==> src/rtl/membus_pkg.sv <==
package membus_pkg;

  typedef enum logic [1:0] {
    ST_IDLE   = 2'd0,
    ST_SETUP  = 2'd1,
    ST_MID    = 2'd2,
    ST_FINISH = 2'd3
  } busState_t;

  typedef struct packed {
    logic load;     // latch request address and write data
    logic capture;  // latch the data bus into the read register
  } dpCtrl_t;

endpackage

==> src/rtl/membus_ctrl.sv <==
module membus_ctrl
  import membus_pkg::*;
#(
  parameter int MAX_WAIT = 8
) (
  input  logic    clk,
  input  logic    rstN,
  input  logic    reqValid,
  input  logic    reqWrite,
  input  logic    busReady,
  output dpCtrl_t dpCtrl,
  output logic    busRd,
  output logic    busWr,
  output logic    busDoutEn,
  output logic    rspDone,
  output logic    rspErr
);

  localparam int CNT_W = $clog2(MAX_WAIT + 1);

  busState_t  state, stateNext;
  logic       isWrite;
  logic       errQ;
  logic [CNT_W-1:0] waitCnt;

  logic waitLimit;
  assign waitLimit = (waitCnt == CNT_W'(MAX_WAIT));

  always_comb begin
    stateNext      = state;
    dpCtrl.load    = 1'b0;
    dpCtrl.capture = 1'b0;
    unique case (state)
      ST_IDLE: begin
        if (reqValid) begin
          stateNext   = ST_SETUP;
          dpCtrl.load = 1'b1;
        end
      end
      ST_SETUP: stateNext = ST_MID;
      ST_MID: begin
        if (busReady) begin
          stateNext      = ST_FINISH;
          dpCtrl.capture = !isWrite;
        end else if (waitLimit) begin
          stateNext = ST_FINISH;
        end
      end
      ST_FINISH: stateNext = ST_IDLE;
      default:   stateNext = ST_IDLE;
    endcase
  end

  always_ff @(posedge clk or negedge rstN) begin
    if (!rstN) begin
      state   <= ST_IDLE;
      isWrite <= 1'b0;
      errQ    <= 1'b0;
      waitCnt <= '0;
    end else begin
      state <= stateNext;
      if (state == ST_IDLE && reqValid) begin
        isWrite <= reqWrite;
        errQ    <= 1'b0;
        waitCnt <= '0;
      end else if (state == ST_MID && !busReady) begin
        if (waitLimit) errQ <= 1'b1;
        else           waitCnt <= waitCnt + 1'b1;
      end
    end
  end

  logic strobeOn;
  assign strobeOn  = (state == ST_SETUP) || (state == ST_MID);
  assign busRd     = strobeOn && !isWrite;
  assign busWr     = strobeOn && isWrite;
  assign busDoutEn = isWrite && ((state == ST_MID) || (state == ST_FINISH));
  assign rspDone   = (state == ST_FINISH);
  assign rspErr    = (state == ST_FINISH) && errQ;

  // completion is a single-clock pulse
  a_r8_done_pulse: assert property (@(posedge clk) disable iff (!rstN)
    rspDone |=> !rspDone);

  // error flag only alongside completion
  a_r8_err_with_done: assert property (@(posedge clk) disable iff (!rstN)
    rspErr |-> rspDone);

  // strobes exclusive, no drive during a read
  a_r10_strobe_excl: assert property (@(posedge clk) disable iff (!rstN)
    !(busRd && busWr));
  a_r10_no_drive_read: assert property (@(posedge clk) disable iff (!rstN)
    busRd |-> !busDoutEn);

  // a low ready below the limit keeps the strobe up for another clock
  a_r4_wait_stretch: assert property (@(posedge clk) disable iff (!rstN)
    (state == ST_MID && !busReady && !waitLimit) |=> (busRd || busWr));

  // a low ready at the limit ends the cycle with an error
  a_r7_timeout_abort: assert property (@(posedge clk) disable iff (!rstN)
    (state == ST_MID && !busReady && waitLimit) |=> (rspDone && rspErr && !busRd && !busWr));

endmodule

==> src/rtl/membus_dp.sv <==
module membus_dp
  import membus_pkg::*;
#(
  parameter int ADDR_W = 16,
  parameter int DATA_W = 32
) (
  input  logic              clk,
  input  logic              rstN,
  input  dpCtrl_t           dpCtrl,
  input  logic [ADDR_W-1:0] reqAddr,
  input  logic [DATA_W-1:0] reqWdata,
  input  logic [DATA_W-1:0] busDin,
  output logic [ADDR_W-1:0] busAddr,
  output logic [DATA_W-1:0] busDout,
  output logic [DATA_W-1:0] rspRdata
);

  logic [ADDR_W-1:0] addrQ;
  logic [DATA_W-1:0] wdataQ;
  logic [DATA_W-1:0] rdataQ;

  always_ff @(posedge clk or negedge rstN) begin
    if (!rstN) begin
      addrQ  <= '0;
      wdataQ <= '0;
    end else if (dpCtrl.load) begin
      addrQ  <= reqAddr;
      wdataQ <= reqWdata;
    end
  end

  always_ff @(posedge clk or negedge rstN) begin
    if (!rstN)               rdataQ <= '0;
    else if (dpCtrl.capture) rdataQ <= busDin;
  end

  assign busAddr  = addrQ;
  assign busDout  = wdataQ;
  assign rspRdata = rdataQ;

  // read register changes only on a capture strobe
  a_r5_rdata_hold: assert property (@(posedge clk) disable iff (!rstN)
    !dpCtrl.capture |=> $stable(rdataQ));

endmodule

==> src/rtl/membus_master.sv <==
module membus_master
  import membus_pkg::*;
#(
  parameter int ADDR_W   = 16,
  parameter int DATA_W   = 32,
  parameter int MAX_WAIT = 8
) (
  input  logic              clk,
  input  logic              rstN,
  input  logic              reqValid,
  input  logic              reqWrite,
  input  logic [ADDR_W-1:0] reqAddr,
  input  logic [DATA_W-1:0] reqWdata,
  output logic [DATA_W-1:0] rspRdata,
  output logic              rspDone,
  output logic              rspErr,
  output logic [ADDR_W-1:0] busAddr,
  output logic [DATA_W-1:0] busDout,
  input  logic [DATA_W-1:0] busDin,
  output logic              busDoutEn,
  output logic              busRd,
  output logic              busWr,
  input  logic              busReady
);

  dpCtrl_t dpCtrl;

  membus_ctrl #(.MAX_WAIT(MAX_WAIT)) u_ctrl (
    .clk(clk), .rstN(rstN), .reqValid(reqValid), .reqWrite(reqWrite),
    .busReady(busReady), .dpCtrl(dpCtrl), .busRd(busRd), .busWr(busWr),
    .busDoutEn(busDoutEn), .rspDone(rspDone), .rspErr(rspErr)
  );

  membus_dp #(.ADDR_W(ADDR_W), .DATA_W(DATA_W)) u_dp (
    .clk(clk), .rstN(rstN), .dpCtrl(dpCtrl), .reqAddr(reqAddr),
    .reqWdata(reqWdata), .busDin(busDin), .busAddr(busAddr),
    .busDout(busDout), .rspRdata(rspRdata)
  );

  // address held steady while a strobe stays up
  a_r6_addr_stable: assert property (@(posedge clk) disable iff (!rstN)
    ((busRd || busWr) && $past(busRd || busWr)) |-> $stable(busAddr));

  // write data steady while it is driven
  a_r3_dout_stable: assert property (@(posedge clk) disable iff (!rstN)
    (busDoutEn && $past(busDoutEn)) |-> $stable(busDout));

endmodule

==> config.mk <==
export PLATFORM = sky130hd
export DESIGN_NAME = membus_master
export DESIGN_NICKNAME = d
export VERILOG_FILES = /design/src/rtl/membus_pkg.sv /design/src/rtl/membus_ctrl.sv /design/src/rtl/membus_dp.sv /design/src/rtl/membus_master.sv
export SDC_FILE = /design/constraint.sdc
export NUM_CORES = 1
export LEC_CHECK = 0
export BUFFER_PORTS_ARGS = -buffer_cell sky130_fd_sc_hd__clkbuf_2
export CORE_UTILIZATION = 45
export CTS_BUF_LIST = sky130_fd_sc_hd__clkbuf_4 sky130_fd_sc_hd__clkbuf_8
export CTS_CLUSTER_DIAMETER = 100
export DETAILED_ROUTE_END_ITERATION = 12
export GPL_ROUTABILITY_DRIVEN = 0
export PLACE_DENSITY = 0.78
export SLEW_MARGIN = 20
export SYNTH_ARGS = -nofsm -noshare
export SYNTH_HDL_FRONTEND = slang
export SYNTH_SLANG_ARGS = --single-unit
==> constraint.sdc <==
create_clock -name clk -period 1.9 [get_ports clk]
set_input_delay 0.38 -clock clk [delete_from_list [all_inputs] [get_ports clk]]
set_output_delay 0.38 -clock clk [all_outputs]
set_load 0.01 [all_outputs]
; Word-level counts from Yosys, hierarchy flattened
; Cells that the tools add are included.
[totals]
out_inout_bits = 85
regBits = 88
wordCells = 45
in_bits = 85
[classes]
eq_ne = 7
muxes = 14
n_addsub = 1
n_reduce_logical = 16
[op_table]
columns = op, count
row1 = two-way mux 4 bit, 3
row2 = one-hot mux 2 bit (4 select lines), 1
row3 = two-way mux 1 bit, 7
row4 = logical AND 1 bit, 6
row5 = two-way mux 2 bit, 3
row6 = AND reduction 2 bit, 3
row7 = adder 4 x 1 -> 4 bit (second input constant), 1
row8 = equality test 2 bit (second input constant), 2
row9 = equality test 4 bit (second input constant), 1
row10 = != test 2 bit (second input constant), 2
row11 = nonzero test 2 bit, 2
row12 = != test 3 x 2 -> 1 bit (second input constant), 1
row13 = equality test 2 x 1 -> 1 bit (second input constant), 1
row14 = logical NOT 1 bit, 2
row15 = logical NOT 2 bit, 1
row16 = logical OR 1 bit, 2

; Depth between registers and ports, before layout
[logic_depth]
depth_word = 4
depth_mapped = 6
mapped_depth_nobuf = 5

; Hierarchy
; From an unflattened synthesis, not the netlist that was laid out.
[unflattened]
hier_cells = 220
hier_area_um2 = 3563.4
[modules_own_cells]
columns = module, area_per_inst_um2, n_inst, cells_per_inst
row1 = membus_dp, 3060.4, 1, 169
row2 = membus_ctrl, 503.0, 1, 51

; Worst setup path before layout
; Ideal clock, no wire load.
[synth_timing]
path_kind = flip-flop to flip-flop
start = register u_ctrl.state[0]
end = register u_ctrl.state[1]
setup_time_ps = 125
t_arrival_ps = 1395
path_buffers = 0
stages_incl_launch_ff = 6
required_ps = 1775
path_slack_ps = 380
cell_sequence = dfrtp_1 inv_1 ha_1 and2b_2 a21oi_2 mux2_2
[synth_via]
elab_chain_cells = 3
elab_cells_between_ends = 8
classes_between = 5 x eq/ne / 1 x mux / 2 x reduce/logical
[synth_lines]
columns = element, line
row1 = start: declaration, membus_ctrl.sv:21  ; busState_t state, stateNext;
row2 = start signal: assignment, membus_ctrl.sv:61  ; state <= stateNext;
row3 = equality test 2 bit or logical NOT 2 bit (tied branches), membus_ctrl.sv:33  ; unique case (state)
row4 = != test 3 x 2 -> 1 bit (no line) or != test 2 bit (tied branches), -
row5 = AND reduction 2 bit (no line), -
; Parallel ways exist; a longest one is shown, timed or not.
; A chain may end at the register's enable or synchronous reset.

; Worst setup path after layout
[layout_timing]
start = register u_ctrl.state[0]
end = output busRd
[layout_via]
elab_chain_cells = 3
elab_cells_between_ends = 4
classes_between = 2 x eq/ne / 2 x reduce/logical
[layout_lines]
columns = element, line
row1 = equality test 2 x 1 -> 1 bit or equality test 2 bit (tied branches), membus_ctrl.sv:74  ; assign strobeOn = (state == ST_SETUP) || (state == ST_MID);
row2 = logical OR 1 bit *, membus_ctrl.sv:74
row3 = logical AND 1 bit *, membus_ctrl.sv:75  ; assign busRd = strobeOn && !isWrite;
row4 = end: declaration, membus_master.sv:21  ; output logic busRd,
; Every way passes the cells marked *; elsewhere a longest branch is shown, timed or not.

==> run_results.csv <==
group,metric,value,unit
global_routing,grt_pass1_vias,2407,
timing,finalHoldViolations,0,
clocking,tritoncts.num_buffers,9,
timing,maxSlewViolCount,0,
synth,synth.top_cell.area_share,60.8,%
global_routing,grt_antenna_before_repair,0,
drt,dr_total_vias,2388,
drt,drt-initial-drc-count,48,
min_path,hold_end,"u_dp.busAddr[1]",
run_status,outcome,"finished clean",
synth,post_synth_top_flop,"dfrtp_1",
placement,placedInstanceArea,4590,um2
die,rows,32,
layout,antenna_cells,0,
drt,drt_wl_total,7.14,mm
power,power_per_cell_area,1700,nW/um2
timing,worst_pin_slew,424,ps
synth,syn-instance-count,219,
global_routing,globalRoute.totalOverflow,0,
placement,half_perimeter_wire_length_after_placement,5.41,mm
drt,postRouteAntennaNets,0,
layout,layout-area-overhead-vs-synth,33.6,%
clocking,clk_lat_worst_skew,340,ps
min_path,tightest_hold_check_type,"in -> reg",
synth,synth.yosys.seq_area_share,60.8,%
layout,final_layout_size_suffix_gt1_share,69.7,%
drt,post-route-drc-count,0,
timing,maxSlewHeadroom,71.7,%
synth,synthTopCellsByArea,"dfrtp_1 (61%), mux2_2 (16%), mux2_4 (12%), buf_6 (2.8%), ha_1 (2.1%)",
timing,fin_tns_setup,0,ps
clocking,cts-root-buf,"clkbuf_8",
synth,avgSynthCellArea,16.6,um2
critical_path,critPathArrivalTime,1430,ps
layout,num-nets-final,489,
die,io-pin-count,170,
critical_path,timing.reg2reg.setup_slack,180,ps
power,switchingPower,0.00264,W
power,netSwitchingFraction,32.1,%
global_routing,grt_first_pass_wirelength,11.6,mm
critical_path,required,1520,ps
drt,drt-wirelength-per-cell,14.1,um
placement,numPlacedInstances,488,
placement,port_buffers,169,
timing,worst_skew,8.36,ps
critical_path,cp-start-kind,"register",
global_routing,groute.usage.overall,17.8,%
global_routing,gr-usage-met3,5.56,%
critical_path,worst_r2r_endpoint,"u_dp.rspRdata[3]",
critical_path,cp-end-kind,"output port",
clocking,cts.htree.levels,3,
drt,avgViaCountPerCell,4.73,
global_routing,grtUsageMet1,21.8,%
layout,finish.utilization,62.3,%
clocking,post_cts.repair.setup_buffers,0,
power,combinationalPowerShare,41.8,%
clocking,cts.sinks,88,
power,power.share.sequential,40.5,%
timing,finalWorstPathRequiredPeriod,1810,ps
die,core_area,7770,um2
layout,fill_cells,619,
power,internal-power,0.00559,W
global_routing,grt_util_met2,29.6,%
die,die_span_in_x,91.8,um
critical_path,rr_worst_depth,5,
layout,fin_area,4840,um2
die,die_y,91.8,um
clocking,clock_tree.buffer_depth,2,
synth,asyncSetResetFlopFracSynth,100,%
drt,first_pass_iters,4,
die,initial_utilization,46.7,%
timing,grt_setup_unrepaired,"no",
synth,netlist-cell-type-count,21,
timing,setup_viol,0,
synth,synth-seq-cells,88,
critical_path,maximum_fanout_along_the_worst_path,3,
synth,synthDominantAreaCellType,"dfrtp_1",
layout,layout.cells.non_filler,505,
power,vdd.ir_drop.worst,0.785,mV
critical_path,setup.worst_path.class,"reg -> out",
global_routing,grt_start_max_net_pins,54,
global_routing,globalRoute.busiestLayer,"met2",
job,max_cap_viol_count,0,
synth,post_synth_instance_area,3620,um2
synth,total_nets_after_synthesis,310,
clocking,tritoncts_clock_tree,"built",
timing,period_share,95.2,%
synth,yosysWarningCount,0,
power,power_frac_clock,17.7,%
critical_path,reg2reg_from,"u_ctrl.state[0]",
timing,peak_freq,553,MHz
min_path,hp-start,"reqAddr[1]",
min_path,min_path_cells,2,
clocking,clkSlewWorstSetupHoldPaths,90,ps
power,leakage,2.54,nW
die,floorplan.die_area,8420,um2
synth,synth_edf_count,0,
## area by class of cell
type | instances | area (um2) | share of cell area [%]
flip-flops and latches | 88 | 2200 | 45.5
multi-input cells | 117 | 1310 | 27.0
repair buffers | 177 | 948 | 19.6
clock buffers | 12 | 159 | 3.28
well taps | 102 | 128 | 2.64
clock inverters | 4 | 76.3 | 1.58
inverters | 5 | 18.8 | 0.388
## cell usage after synthesis (2+ instances only)
cell type and n:
ha_1 6, mux2_2 52, nand3_1 4, o21ai_0 4, buf_6 9, a21oi_1 6
dfrtp_1 88, inv_1 5, nor2b_1 2, and2_1 3, mux2_4 30
## worst max path at each step
| stage | start | endpoint | slack (ps) | cells after the start |
|---|---|---|---|---|
| 2_1_floorplan | u_ctrl.state[0] | u_ctrl.state[1] | 380 | 5 |
| 3_3_place_gp | u_ctrl.state[0] | u_dp.rspRdata[6] | 200 | 5 |
| 3_5_place_dp | u_ctrl.state[0] | u_dp.rspRdata[4] | 120 | 5 |
| 4_1_cts | u_ctrl.state[0] | busDoutEn | 40 | 4 |
| 5_1_grt | u_ctrl.state[0] | busWr | 7 | 4 |
| 6_report | u_ctrl.state[0] | busRd | 90 | 4 |
## registers in the layout, summed over array words and instances (netlist names)
| register | count |
|---|---|
| u_dp.rspRdata | 32 |
| u_dp.busDout | 32 |
| u_ctrl.errQ | 1 |
| u_ctrl.isWrite | 1 |
| u_ctrl.state | 2 |
| u_ctrl.waitCnt | 4 |
| u_dp.busAddr | 16 |
## timing repair
| action | CTS | global route |
|---|---|---|
| setup endpoints to repair | 0 | 1 |
| resized for setup | 0 | 2 |
| endpoints found under the hold margin | 31 | 0 |
| hold buffers | 1 | 0 |
## worst max-delay path, cell delays in order, from the launching register on
cell and delay, ps:
dfrtp_1 380, inv_1 90, ha_1 330, nor2b_2 160, clkbuf_2 130
## cells in the final DEF (no fill, tap or decap), types with 2 or more instances in the layout
| cell | instances |
|---|---|
| clkbuf_2 | 168 |
| bufinv_16 | 2 |
| dfrtp_1 | 88 |
| buf_4 | 5 |
| o21ai_0 | 4 |
| inv_1 | 5 |
| nand3_1 | 4 |
| mux2_4 | 30 |
| buf_12 | 3 |
| ha_1 | 5 |
| clkbuf_8 | 11 |
| mux2_2 | 52 |
| a21oi_1 | 6 |
| and2_1 | 2 |
## logic make-up (layout without fill, tap and decap cells)
family / Yosys count / count (layout) / synth area share (%)
fa+ha+maj: 6 / 6 / 2.07
compound gates: 13 / 13 / 2.11
flops: 88 / 88 / 60.8
buf+inv: 14 / 198 / 3.31
mux: 82 / 82 / 28.6
simple gates: 16 / 16 / 3.18
## metrics by stage
| step | power, W | setup slack, ps | hold WS [ps] |
|---|---|---|---|
| after CTS | 0.00834 | 35.5 | 241 |
| after floorplan | 0.00547 | 380 | 84.4 |
| final | 0.00823 | 91.9 | 262 |
| after global routing | 0.00876 | 6.93 | 239 |
| after detailed placement | 0.00686 | 118 | 354 |
| after global placement | 0.00671 | 202 | 355 |
## power by group through the flow
stage	Sequential, W	Combinational, W	Clock [W]
floorplan	0.00372	0.00176	0
global placement	0.00332	0.00339	0
detailed placement	0.00335	0.00351	0
CTS	0.00334	0.00349	0.00150
global route	0.00345	0.00371	0.00159
finish	0.00333	0.00344	0.00146
## routing by layer
layer / part of all wire [%] / up-vias
met5: 0 / -
met4: 0.99 / 0
met3: 8.0 / 4
met2: 49 / 115
met1: 42 / 1146
li1: - / 1123
Note: power is estimated with default switching activity, not from simulation.
